$ cat src/rtl/spim_pkg.sv
// Shared constants for the SPI master: word indices of the registers,
// status/control bit positions and the masks derived from them.
package spim_pkg;

    // Register word index = byte offset / 4
    localparam logic [2:0] IDX_RX   = 3'd0;
    localparam logic [2:0] IDX_TX   = 3'd1;
    localparam logic [2:0] IDX_STS  = 3'd2;
    localparam logic [2:0] IDX_CTRL = 3'd3;
    localparam logic [2:0] IDX_SS   = 3'd5;

    // Status bit positions (control enables use the same numbers)
    localparam int B_ROE   = 3;
    localparam int B_TOE   = 4;
    localparam int B_TMT   = 5;
    localparam int B_TRDY  = 6;
    localparam int B_RRDY  = 7;
    localparam int B_ERR   = 8;
    localparam int B_FORCE = 10;

    localparam int STS_W  = 9;
    localparam int CTRL_W = 11;

    // Bits that may raise an interrupt, and bits the control register keeps
    localparam logic [STS_W-1:0]  IRQ_MASK   = STS_W'((1 << B_ROE) | (1 << B_TOE) |
                                                      (1 << B_TRDY) | (1 << B_RRDY) |
                                                      (1 << B_ERR));
    localparam logic [CTRL_W-1:0] CTRL_WMASK = CTRL_W'(IRQ_MASK) | CTRL_W'(1 << B_FORCE);

endpackage

$ cat src/rtl/spim_shift_eng.sv
// Mode-0 shift engine with its own SCLK divider.
// Assumes start_i is only honoured while idle; the word is shifted MSB first.
// Each SCLK half period lasts CLK_DIV clocks. done_o pulses for one cycle
// after the last falling edge, and rx_o then holds the received word.
module spim_shift_eng #(
    parameter int DATA_W  = 8,
    parameter int CLK_DIV = 2
) (
    input  logic              clk,
    input  logic              rst_n,
    input  logic              start_i,
    input  logic [DATA_W-1:0] data_i,
    input  logic              miso_i,
    output logic              busy_o,
    output logic              done_o,
    output logic [DATA_W-1:0] rx_o,
    output logic              sclk_o,
    output logic              mosi_o
);
    localparam int DIV_W = (CLK_DIV > 1) ? $clog2(CLK_DIV) : 1;
    localparam int BIT_W = $clog2(DATA_W);
    localparam logic [DIV_W-1:0] LAST_DIV = DIV_W'(CLK_DIV - 1);
    localparam logic [BIT_W-1:0] LAST_BIT = BIT_W'(DATA_W - 1);

    logic [DATA_W-1:0] tx_sh;
    logic [DATA_W-1:0] rx_sh;
    logic [DIV_W-1:0]  div_q;
    logic [BIT_W-1:0]  bit_q;

    // Sequence one word: rise samples MISO, fall advances MOSI
    always_ff @(posedge clk) begin
        if (!rst_n) begin
            busy_o <= 1'b0;
            done_o <= 1'b0;
            sclk_o <= 1'b0;
            tx_sh  <= '0;
            rx_sh  <= '0;
            div_q  <= '0;
            bit_q  <= '0;
        end else begin
            done_o <= 1'b0;
            if (!busy_o) begin
                if (start_i) begin
                    busy_o <= 1'b1;
                    tx_sh  <= data_i;
                    div_q  <= '0;
                    bit_q  <= '0;
                    sclk_o <= 1'b0;
                end
            end else if (div_q == LAST_DIV) begin
                div_q <= '0;
                if (!sclk_o) begin
                    sclk_o <= 1'b1;
                    rx_sh  <= {rx_sh[DATA_W-2:0], miso_i};
                end else begin
                    sclk_o <= 1'b0;
                    if (bit_q == LAST_BIT) begin
                        busy_o <= 1'b0;
                        done_o <= 1'b1;
                    end else begin
                        bit_q <= bit_q + 1'b1;
                        tx_sh <= {tx_sh[DATA_W-2:0], 1'b0};
                    end
                end
            end else begin
                div_q <= div_q + 1'b1;
            end
        end
    end

    assign mosi_o = tx_sh[DATA_W-1];
    assign rx_o   = rx_sh;


    sclk_idle_chk: assert property (@(posedge clk) disable iff (!rst_n)
        !busy_o |-> !sclk_o);


    mosi_rise_chk: assert property (@(posedge clk) disable iff (!rst_n)
        (busy_o && $rose(sclk_o)) |-> $stable(mosi_o));

endmodule

$ cat src/rtl/spim_csel.sv
// Chip-select driver: a mask line goes low while a word shifts, or at any
// time while the force request is set. Assumes the mask is held stable
// by the register file during a transfer.
module spim_csel #(
    parameter int NCS = 4
) (
    input  logic [NCS-1:0] mask_i,
    input  logic           force_i,
    input  logic           busy_i,
    output logic [NCS-1:0] cs_n_o
);
    logic active;

    // Decide whether the selected lines are driven active
    always_comb begin
        active = force_i | busy_i;
        cs_n_o = ~(mask_i & {NCS{active}});
    end

endmodule

$ cat src/rtl/spim_ctrl.sv
// SPI master register file and top level. Holds the receive word, the
// one-word transmit holding register, the sticky flags, the control and
// slave-select registers, and drives the interrupt. Assumes bus_wr and
// bus_rd are single-cycle strobes and reads are taken in the same cycle.
module spim_ctrl #(
    parameter int DATA_W  = 8,
    parameter int NCS     = 4,
    parameter int CLK_DIV = 2,
    parameter int ADDR_W  = 5
) (
    input  logic              clk,
    input  logic              rst_n,
    input  logic [ADDR_W-1:0] bus_addr,
    input  logic              bus_wr,
    input  logic              bus_rd,
    input  logic [31:0]       bus_wdata,
    output logic [31:0]       bus_rdata,
    output logic              irq_o,
    output logic              sclk_o,
    output logic              mosi_o,
    input  logic              miso_i,
    output logic [NCS-1:0]    cs_n_o
);
    import spim_pkg::*;

    logic [2:0]              idx;
    logic                    hit;
    logic                    wr_tx, wr_sts, wr_ctrl, wr_ss, rd_rx;
    logic [DATA_W-1:0]       hold_q, rx_q;
    logic                    hold_full, rrdy, roe, toe;
    logic [CTRL_W-1:0]       ctrl_q;
    logic [NCS-1:0]          ss_q;
    logic [STS_W-1:0]        sts;
    logic                    start, eng_busy, eng_done;
    logic [DATA_W-1:0]       eng_rx;
    logic                    wdata_unused;

    assign wdata_unused = ^bus_wdata;

    // Decode the register selected by the word address
    always_comb begin
        idx     = bus_addr[4:2];
        hit     = (bus_addr[1:0] == 2'b00) && ((bus_addr >> 5) == '0);
        wr_tx   = bus_wr && hit && (idx == IDX_TX);
        wr_sts  = bus_wr && hit && (idx == IDX_STS);
        wr_ctrl = bus_wr && hit && (idx == IDX_CTRL);
        wr_ss   = bus_wr && hit && (idx == IDX_SS);
        rd_rx   = bus_rd && hit && (idx == IDX_RX);
    end

    assign start = hold_full && !eng_busy;

    // Fill the holding register and flag writes made while it is full
    always_ff @(posedge clk) begin
        if (!rst_n) begin
            hold_q    <= '0;
            hold_full <= 1'b0;
            toe       <= 1'b0;
        end else begin
            if (start)
                hold_full <= 1'b0;
            if (wr_tx && !hold_full) begin
                hold_q    <= bus_wdata[DATA_W-1:0];
                hold_full <= 1'b1;
            end
            if (wr_tx && hold_full)
                toe <= 1'b1;
            else if (wr_sts)
                toe <= 1'b0;
        end
    end

    // Capture completed words and track receive-ready and receive overrun
    always_ff @(posedge clk) begin
        if (!rst_n) begin
            rx_q <= '0;
            rrdy <= 1'b0;
            roe  <= 1'b0;
        end else begin
            rrdy <= eng_done || (rrdy && !rd_rx);
            if (eng_done && (!rrdy || rd_rx))
                rx_q <= eng_rx;
            if (eng_done && rrdy && !rd_rx)
                roe <= 1'b1;
            else if (wr_sts)
                roe <= 1'b0;
        end
    end

    // Store the control enables/force bit and the slave-select mask
    always_ff @(posedge clk) begin
        if (!rst_n) begin
            ctrl_q <= '0;
            ss_q   <= '0;
        end else begin
            if (wr_ctrl)
                ctrl_q <= bus_wdata[CTRL_W-1:0] & CTRL_WMASK;
            if (wr_ss)
                ss_q <= bus_wdata[NCS-1:0];
        end
    end

    // Assemble the status vector
    always_comb begin
        sts         = '0;
        sts[B_ROE]  = roe;
        sts[B_TOE]  = toe;
        sts[B_TMT]  = !hold_full && !eng_busy;
        sts[B_TRDY] = !hold_full;
        sts[B_RRDY] = rrdy;
        sts[B_ERR]  = roe || toe;
    end

    assign irq_o = |(sts & ctrl_q[STS_W-1:0] & IRQ_MASK);

    // Return the addressed register; unmapped offsets read zero
    always_comb begin
        bus_rdata = '0;
        if (hit) begin
            case (idx)
                IDX_RX:   bus_rdata = 32'(rx_q);
                IDX_STS:  bus_rdata = 32'(sts);
                IDX_CTRL: bus_rdata = 32'(ctrl_q);
                IDX_SS:   bus_rdata = 32'(ss_q);
                default:  bus_rdata = '0;
            endcase
        end
    end

    spim_shift_eng #(
        .DATA_W  (DATA_W),
        .CLK_DIV (CLK_DIV)
    ) eng_i (
        .clk     (clk),
        .rst_n   (rst_n),
        .start_i (start),
        .data_i  (hold_q),
        .miso_i  (miso_i),
        .busy_o  (eng_busy),
        .done_o  (eng_done),
        .rx_o    (eng_rx),
        .sclk_o  (sclk_o),
        .mosi_o  (mosi_o)
    );

    spim_csel #(
        .NCS (NCS)
    ) csel_i (
        .mask_i  (ss_q),
        .force_i (ctrl_q[B_FORCE]),
        .busy_i  (eng_busy),
        .cs_n_o  (cs_n_o)
    );


    done_sets_rdy_chk: assert property (@(posedge clk) disable iff (!rst_n)
        eng_done |=> rrdy);


    rx_read_clr_chk: assert property (@(posedge clk) disable iff (!rst_n)
        (rd_rx && !eng_done) |=> !rrdy);


    tx_ovf_chk: assert property (@(posedge clk) disable iff (!rst_n)
        (wr_tx && !sts[B_TRDY]) |=> toe);


    sts_clr_chk: assert property (@(posedge clk) disable iff (!rst_n)
        (wr_sts && !eng_done && !wr_tx) |=> (!roe && !toe));

endmodule

$ cat config.mk
export PLATFORM = sky130hd
export DESIGN_NAME = spim_ctrl
export DESIGN_NICKNAME = d
export VERILOG_FILES = /design/src/rtl/spim_pkg.sv /design/src/rtl/spim_shift_eng.sv /design/src/rtl/spim_csel.sv /design/src/rtl/spim_ctrl.sv
export SDC_FILE = /design/constraint.sdc
export NUM_CORES = 1
export LEC_CHECK = 0
export BUFFER_PORTS_ARGS = -buffer_cell sky130_fd_sc_hd__buf_2
export CORE_MARGIN = 3
export CORE_UTILIZATION = 55
export DETAILED_ROUTE_END_ITERATION = 7
export PLACE_DENSITY = 0.85
export SETUP_SLACK_MARGIN = 0.2
export SLEW_MARGIN = 5
export SYNTH_ARGS = -nofsm -noshare
export SYNTH_HDL_FRONTEND = slang
export SYNTH_SLANG_ARGS = --single-unit
export TNS_END_PERCENT = 50
$ cat constraint.sdc
create_clock -name clk -period 2.5 [get_ports clk]
set_input_delay 0.25 -clock clk [delete_from_list [all_inputs] [get_ports clk]]
set_output_delay 0.25 -clock clk [all_outputs]
set_load 0.005 [all_outputs]
==> impl_metrics.yaml, run 1 <==
worst_hold_path:
  worst_hold_path_type: "primary input to flop"
detailed_routing:
  wl_um: 5490
  vias_per_cell: 5.48
  firstDrtPassIters: 4
  ant_nets: 0
  drtIter0Drc: 253
  drc: 0
  wl_per_cell_um: 13.8
  vias: 2183
layout:
  regArea_um2: 1060
  syn2layout_area_growth_pct: 6.20
  multi_input_area_um2: 1420
  n_fill_cell: 408
  num_antenna_cells: 0
  drive_gt1_frac: 0.174
  nets: 376
  fin_area_um2: 2870
yosys:
  synth_top_family_by_area: "simple AND/OR/NAND/NOR gates"
  synthesis.instances: 310
  synth_async_sr_flop_share: 0
  mappedNetlistArea_um2: 2710
  synth_compound_area_frac: 0.161
  yosysWarnings: 0
  synth_edf_count: 0
  ys_types: 46
  synthFlopType: "dfxtp_1"
  synthAdderAreaFrac: 0.00925
  ys_seq_elements: 53
  synthMuxAreaShare: 0.123
  yosys.area_share.xor_xnor: 0
  synthSimpleGateAreaFrac: 0.196
  syn_avg_cell_area_um2: 8.73
  seq_area_frac_synth: 0.392
worst_setup_path:
  worstPathCellList: "nor2_1, mux2i_1, nor4b_1, buf_2"
  slowest_stage: "dfxtp_1"
  critPathLaunchType: "flop"
  arrival_ns: 1.68
  crit_type: "flop to primary output"
  crit_buf_inv: 1
  critPathMaxFanout: 14
  end_kind: "primary output"
  path_delay_family: "simple AND/OR/NAND/NOR gates"
  cp_data_required_time_ns: 2.25
  slowest_delay_ns: 0.47
floorplanning:
  dieArea_um2: 5800
  core_area_um2: 4560
  io_pins: 81
  start_util: 0.593
  die_x_um: 76.1
  std_cell_rows: 24
  die_h_um: 76.1
grt:
  grt_pass1_vias: 1944
  antenna_found_initial: 0
  gr-total-overflow: 0
  grt_start_max_net_pins: 47
  grt_pass1_wl_um: 9160
  grtUsageTotal: 0.191
timing:
  hold_viol_final: 0
  min_period_ns: 1.93
  maxSlewHeadroom: 0.409
  max_freq_mhz: 519
  fin_worst_skew_ns: 0.0165
  finalCritPeriodShare: 0.771
  drv_slew: 0
  finalSetupViolations: 0
  fin_setup_tns_ns: 0
  rsz0062_at_grt: "false"
  worst_pin_slew_ns: 0.885
power_and_ir_drop:
  p_leak_nw: 1.16
  p_per_area_nw_per_um2: 491
  peakVddDrop_mv: 0.438
cts:
  root_buffer: "clkbuf_8"
  cts_tree: "done"
  h-tree-depth: 2
  cts_setup_buffers: 0
  cts_buffers: 5
  postCtsHoldBufs: 0
  max-clock-path-buffers: 2
  cts.clk_slew.worst_paths_ns: 0.10
  cts_num_sinks: 53
  clock_latency_ns: 0.31
  post_cts_resized: 0
placement:
  placed_cell_area_um2: 2790
  place.gp.congestion: 0.842
  port_buffers: 36
  place_hpwl_um: 4020
run_status:
  status: "finished clean"
job:
  maxCapViolCount: 0
==> cell usage in the layout, fill, tap and decap left out, drive strengths merged, types with 4 or more instances in the layout <==
cell type | netlist | routed
mux2i | 30 | 30
buf | 39 | 41
dfxtp | 53 | 53
o21ai | 27 | 27
nor3b | 4 | 4
conb | 1 | 22
nand2 | 36 | 36
nand3 | 15 | 15
and3 | 4 | 4
o311a | 7 | 7
a21oi | 20 | 20
inv | 4 | 4
clkbuf | 8 | 7
nor2 | 18 | 18
==> flip-flops by register name, indices dropped and copies added, names as in the netlist <==
signal        cells
eng_i.rx_o        8
eng_i.tx_sh       8
hold_q            8
rx_q              8
ctrl_q            6
ss_q              4
eng_i.bit_q       3
eng_i.busy_o      1
eng_i.div_q       1
eng_i.done_o      1
eng_i.sclk_o      1
hold_full         1
roe               1
rrdy              1
toe               1
==> final timing paths <==
path                      start        endpoint  slack [ns]  cells past startpoint
setup / recovery   eng_i.busy_o    bus_rdata[5]        0.57                      4
setup reg to reg      hold_full  eng_i.bit_q[1]        0.68                      3
hold reg to reg         rx_q[5]         rx_q[5]        0.46                      2
hold / removal    bus_wdata[10]      ctrl_q[10]        0.17                      3
==> power by group <==
| part | internal [W] | total, W | switching, W |
|---|---|---|---|
| combinational | 0.0000292 | 0.0000958 | 0.0000666 |
| sequential | 0.000847 | 0.000849 | 0.00000276 |
| clock | 0.000199 | 0.000467 | 0.000268 |
==> routing by layer <==
layer,global-route usage,up-vias,routed length (um)
li1,-,1100,-
met1,0.256,1018,2610
met2,0.303,60,2490
met3,0.0544,5,333
met4,0.0489,0,55
met5,0,-,0
==> worst reg2reg max path: cells and delay by family, from the launching register on <==
kind	cells	cell delay (ns)
AO/OA/AOI/OAI	1	0.30
flip-flops	1	0.46
AND/OR/NAND/NOR	2	0.94
==> per-stage QoR <==
stage	instances	worst slack [ns]	total power, W	util	hold WS [ns]
2_1_floorplan	331	0.870	0.000961	-	0.392
3_3_place_gp	390	0.738	0.000962	0.611	0.444
3_5_place_dp	390	0.704	0.000964	0.611	0.451
4_1_cts	398	0.614	0.00143	0.630	0.163
5_1_grt	398	0.471	0.00147	0.630	0.176
6_report	398	0.573	0.00141	0.630	0.169
==> logic make-up after synthesis <==
kind of cell | count (synthesis)
simple gates | 100
compound gates | 70
flops | 53
buf+inv | 51
mux | 33
fa+ha+maj | 2
other cells | 1
==> Yosys cell counts (all sizes together), types with 2 or more instances <==
cell type	n	area, um2
and3b	2	17.5
nand2b	2	12.5
a211oi	2	15.0
nand4	2	12.5
a32o	3	30.0
buf	39	270
nand3	15	75.1
and2	2	12.5
mux2	3	33.8
clkbuf	8	30.0
nor3b	4	46.3
ha	2	25.0
nor3	2	10.0
dfxtp	53	1060
a21oi	20	100
o21ai	27	135
nor2	18	67.6
mux2i	30	300
nor2b	3	18.8
nand2	36	135
inv	4	15.0
nor4b	3	26.3
o311a	7	70.1
and3	4	25.0
a22oi	3	22.5
o21a	2	15.0
==> layout make-up <==
cell class | count | area share
clock buffer | 7 | 0.0266
sequential | 53 | 0.369
tap | 65 | 0.0283
clock inverter | 1 | 0.00261
inverter | 4 | 0.00522
multi-input combinational | 227 | 0.492
timing repair buffer | 41 | 0.0758
(Power assumes the default switching activity.)
==> inputs of run 2 (changes only) <==
Settings changed: CORE_UTILIZATION 55 to 46, PLACE_DENSITY 0.85 to 0.76.
Clock period 2.5 ns to 1.6 ns, I/O delays scaled along.
==> run 2 against run 1 <==
  * Via count is 4.3% higher
  * Routed wire length is 10% higher
  * Final cell count is 6.0% higher
  * Non-clock buffer count is 17 higher
  * Largest cell class unchanged
==> impl_metrics.yaml, run 2 (same netlist as run 1, synthesis figures left out) <==
cts:
  cts.clk_slew.worst_paths_ns: 0.09
  max-clock-path-buffers: 2
  postCtsHoldBufs: 0
  cts_tree: "done"
  h-tree-depth: 2
  cts_num_sinks: 53
  root_buffer: "clkbuf_8"
  clock_latency_ns: 0.31
  cts_buffers: 5
detailed_routing:
  route.met2.wl_um: 2820
  vias_per_cell: 5.40
  met3_length_um: 351
  routed.top_layer: "met4"
  drc: 0
  m1WireLength_um: 2740
  ant_nets: 0
  wl_um: 6050
  vias: 2277
  firstDrtPassIters: 5
  drtIter0Drc: 141
  wl_per_cell_um: 14.3
grt:
  grt_pass1_wl_um: 9520
  grt_pass1_vias: 1998
  grt_start_max_net_pins: 25
  antenna_found_initial: 0
  gr-total-overflow: 0
  grtUsageTotal: 0.181
worst_hold_path:
  worst_hold_path_type: "primary input to flop"
layout:
  final_cell_mix: "44 x dfxtp_1, 36 x nand2_1, 36 x buf_2"
  multi_input_area_um2: 1510
  final_common_cell: "dfxtp_1"
  drive_gt1_frac: 0.294
  syn2layout_area_growth_pct: 17.9
  utilization: 0.569
  regArea_um2: 1080
  n_fill_cell: 514
  layout.cells.non_filler: 422
  nets: 393
  num_antenna_cells: 0
power_and_ir_drop:
  switchingPower_w: 0.000545
  p_comb_frac: 0.070
  p_per_area_nw_per_um2: 761
  peakVddDrop_mv: 0.566
  p_int_w: 0.00188
  p_leak_nw: 1.29
  p_sw_frac: 0.224
  seq_power_share: 0.544
  clkPwrFrac: 0.386
worst_setup_path:
  path_delay_family: "simple AND/OR/NAND/NOR gates"
  critPathLaunchType: "flop"
  crit_type: "flop to flop"
  slowest_stage: "dfxtp_2"
  cp_data_required_time_ns: 1.80
  slowest_delay_ns: 0.34
  critPathMaxFanout: 8
  cpMostUsedCell: "ha_4"
  end_kind: "flop"
  worstPathCellList: "ha_4, ha_4, and4b_2, buf_6, nor3b_2, o21a_1"
  crit_buf_inv: 1
  arrival_ns: 1.68
floorplanning:
  die_h_um: 82.7
  std_cell_rows: 27
  dieArea_um2: 6840
  io_pins: 81
  start_util: 0.483
  die_x_um: 82.7
  core_area_um2: 5610
timing:
  fin_worst_skew_ns: 0.00755
  rsz0062_at_grt: "true"
  drv_slew: 0
  fin_setup_tns_ns: 0
  finalCritPeriodShare: 0.923
  finalSetupViolations: 0
  max_freq_mhz: 677
  timing.hold.ws_ns: 0.0904
  min_period_ns: 1.48
  hold_viol_final: 0
placement:
  placed_cells: 403
  port_buffers: 36
  place_hpwl_um: 4240
  place.gp.congestion: 0.830
job:
  maxCapViolCount: 0
run_status:
  status: "finished clean"
-- run 2: power by group through the flow --
stage / Combinational [W] / Sequential [W] / Clock, W
final: 0.000170 / 0.00132 / 0.000937
after global routing: 0.000190 / 0.00132 / 0.00102
after CTS: 0.000163 / 0.00132 / 0.000968
after detailed placement: 0.000158 / 0.00136 / 0
after global placement: 0.000158 / 0.00136 / 0
after floorplan: 0.000145 / 0.00136 / 0
-- run 2: area by class of cell --
| type | count | area share |
|---|---|---|
| Inverter | 4 | 0.00549 |
| Timing Repair Buffer | 58 | 0.118 |
| Multi-Input combinational cell | 227 | 0.472 |
| Tap cell | 72 | 0.0282 |
| Clock buffer | 6 | 0.0259 |
| Sequential cell | 53 | 0.338 |
| Clock inverter | 2 | 0.0118 |
-- run 2: metrics by stage --
stage	instance area (um2)	power [W]	setup WS [ns]
2_1_floorplan	2820	0.00150	0.163
3_3_place_gp	2900	0.00152	0.158
3_5_place_dp	2900	0.00152	0.131
4_1_cts	3120	0.00245	0.143
5_1_grt	3190	0.00253	0.0675
6_report	3190	0.00243	0.123
-- run 2: worst reg2reg max path, cell delays in order (launching register included) --
cell	delay, ns
dfxtp_2	0.34
ha_4	0.16
ha_4	0.15
and4b_2	0.33
buf_6	0.16
nor3b_2	0.06
o21a_1	0.18
-- run 2: path summary, 6_finish.rpt --
kind                   from        endpoint  slack, ns  cells past startpoint
min reg2reg         rx_q[6]         rx_q[6]       0.47                      2
max reg2reg  eng_i.bit_q[1]  eng_i.tx_sh[0]       0.12                      6
max          eng_i.bit_q[1]  eng_i.tx_sh[0]       0.12                      6
min            bus_wdata[8]       ctrl_q[8]       0.09                      3
-- run 2: what timing repair did --
item / in CTS / in global routing
setup buffers: 5 / 5
resized for setup: 24 / 17
endpoints found under the setup margin: 14 / 23
pin swaps: 8 / 9
cloned: 1 / 0
-- run 2: per-layer routing --
metal / global-route usage / vias to the layer above
met3: 0.0315 / 12
met2: 0.286 / 70
met1: 0.243 / 1058
met5: 0 / -
met4: 0.0752 / 0
li1: - / 1137
==> inputs of run 3 (changes only) <==
Settings changed: CORE_UTILIZATION 46 to 40, HOLD_SLACK_MARGIN set to 0.02, PLACE_DENSITY 0.76 to 0.68, SYNTH_HIERARCHICAL set to 1.
==> run 3 against run 2 <==
  * Synthesized cell count up 0.65%
  * Clock-buffer cell count down 1
  * Flip-flop and latch count unchanged
  * Critical path depth down 1
  * Routed wire length down 1.9%
  * Register-to-register slack better by 0.04 ns
  * Largest cell class unchanged
  * Highest routed layer unchanged
==> impl_metrics.yaml, run 3 <==
worst_setup_path:
  crit_type: "flop to primary output"
  slowest_delay_ns: 0.35
  crit_start: "eng_i/busy_o"
  worstRegToRegCells: 6
  arrival_ns: 1.33
  cp_data_required_time_ns: 1.44
  rr_startpoint: "eng_i/bit_q[0]"
  critPathMaxFanout: 2
  end_kind: "primary output"
  slowest_stage: "dfxtp_4"
  critPathLaunchType: "flop"
  worstPathCellList: "buf_6, nor2_4, mux2i_2, nor4b_2, buf_2"
grt:
  grtUsageTotal: 0.152
  antenna_found_initial: 0
  gr-total-overflow: 0
  grt_pass1_vias: 2075
  grt_start_max_net_pins: 44
  grt_pass1_wl_um: 9490
yosys:
  synth_top_area_frac: 0.388
  syn_avg_cell_area_um2: 8.77
  mappedNetlistArea_um2: 2740
  synth_common_cells: "53 x dfxtp_1, 38 x nand2_1, 30 x mux2i_1"
  synth_compound_area_frac: 0.155
  yosys.area_share.xor_xnor: 0
  synth_edf_count: 0
  synthAdderAreaFrac: 0.00914
  synth_largest_area_cell: "dfxtp_1"
  synthMuxAreaShare: 0.122
  yosys.cell_count.top_type: "dfxtp_1"
  yosysWarnings: 6
  synthTopCellsByArea: "dfxtp_1 39%, mux2i_1 11%, buf_4 6.9%"
  synth_top_family_by_area: "simple AND/OR/NAND/NOR gates"
  ys_seq_elements: 53
  synth_async_sr_flop_share: 0
  synthSimpleGateAreaFrac: 0.205
  synthesis.instances: 312
  seq_area_frac_synth: 0.388
  synthFlopType: "dfxtp_1"
  ys_types: 48
layout:
  nets: 389
  num_antenna_cells: 0
  drive_gt1_frac: 0.280
  multi_input_area_um2: 1540
  final_common_cell: "dfxtp_1"
  regArea_um2: 1080
  n_fill_cell: 623
  syn2layout_area_growth_pct: 15.9
  final_cell_mix: "44 x dfxtp_1, 38 x nand2_1, 35 x buf_2"
floorplanning:
  die_h_um: 88.7
  dieArea_um2: 7870
  start_util: 0.421
  io_pins: 81
  std_cell_rows: 29
  die_x_um: 88.7
  core_area_um2: 6490
power_and_ir_drop:
  p_per_area_nw_per_um2: 803
  fin_total_pwr_w: 0.00255
  p_leak_nw: 1.22
  peakVddDrop_mv: 0.317
placement:
  place.gp.congestion: 0.785
  port_buffers: 36
  place_hpwl_um: 4150
cts:
  postCtsHoldBufs: 0
  cts_tree: "done"
  root_buffer: "clkbuf_8"
  clock_latency_ns: 0.31
  cts_buffers: 5
  max-clock-path-buffers: 2
  h-tree-depth: 2
  cts_num_sinks: 53
  cts.clk_slew.worst_paths_ns: 0.09
detailed_routing:
  wl_per_cell_um: 14.0
  ant_nets: 0
  firstDrtPassIters: 4
  wl_um: 5940
  vias_per_cell: 5.26
  vias: 2223
  drc: 0
  drtIter0Drc: 111
timing:
  hold_viol_final: 0
  maxSlewHeadroom: 0.647
  worst_pin_slew_ns: 0.528
  finalSetupViolations: 0
  fin_worst_skew_ns: 0.00600
  fin_setup_tns_ns: 0
  rsz0062_at_grt: "true"
  max_freq_mhz: 673
  min_period_ns: 1.49
  finalCritPeriodShare: 0.929
  drv_slew: 0
worst_hold_path:
  worst_hold_path_type: "primary input to flop"
  worstHoldStart: "bus_wdata[10]"
  hold_depth: 3
run_status:
  status: "finished clean"
job:
  maxCapViolCount: 0
-- run 3: cell count changes in the layout (fill, tap and decap cells not counted), moves of 7 or more --
cell and change:
nor2b_1 +8, buf_4 -7, o311a_1 -7, nor2_1 -9, a21oi_1 +7, o31ai_2 +7
-- run 3: metrics by stage --
stage | cell area [um2] | cells | hold WS, ns | setup WS (ns) | utilization
detailed placement | 2900 | 410 | 0.417 | 0.122 | 0.446
finish | 3170 | 423 | 0.0830 | 0.113 | 0.489
global route | 3170 | 423 | 0.0913 | 0.0368 | 0.489
CTS | 3080 | 420 | 0.0823 | 0.0534 | 0.474
global placement | 2900 | 410 | 0.410 | 0.139 | 0.446
floorplan | 2840 | 333 | 0.302 | 0.192 | -
-- run 3: where the power goes --
part / internal (W) / switching (W) / total (W)
Sequential: 0.00132 / 0.00000374 / 0.00132
Clock: 0.000621 / 0.000435 / 0.00106
Combinational: 0.0000591 / 0.000110 / 0.000170
Total: 0.00200 / 0.000549 / 0.00255
-- run 3: critical path: cells and delay by family (launching register included) --
family	cells	cell delay, ns
flip-flops	1	0.35
AND/OR/NAND/NOR	2	0.32
buffers and inverters	2	0.26
multiplexers	1	0.08
-- run 3: worst paths after layout --
path                    end  slack [ns]
max reg2reg  eng_i/tx_sh[5]        0.16
min reg2reg         rx_q[7]        0.47
min              ctrl_q[10]        0.08
max            bus_rdata[5]        0.11
-- run 3: per-layer routing --
layer	GRT usage	up-vias	wire [um]
met4	0.0495	0	106
met2	0.249	62	2750
met3	0.0391	11	324
met5	0	-	0
met1	0.195	1032	2760
li1	-	1118	-
-- run 3: layout make-up --
class,instances,area share
multi-input cells,230,0.484
flip-flops and latches,53,0.340
repair buffers,50,0.0970
well taps,77,0.0304
clock buffers,5,0.0217
clock inverters,3,0.0205
inverters,5,0.00591
-- run 3: cell families (layout without fill, tap and decap cells) --
group | Yosys count | after routing
compound gates | 71 | 71
mux | 33 | 33
fa+ha+maj | 2 | 2
buf+inv | 50 | 63
other cells | 1 | 22
simple gates | 102 | 102
flops | 53 | 53
-- run 3: what timing repair did --
action,CTS,global route
resized for setup,9,24
buffers inserted,2,3
pin swaps,2,6
endpoints found under the setup margin,15,35
endpoints found under the hold margin,0,0
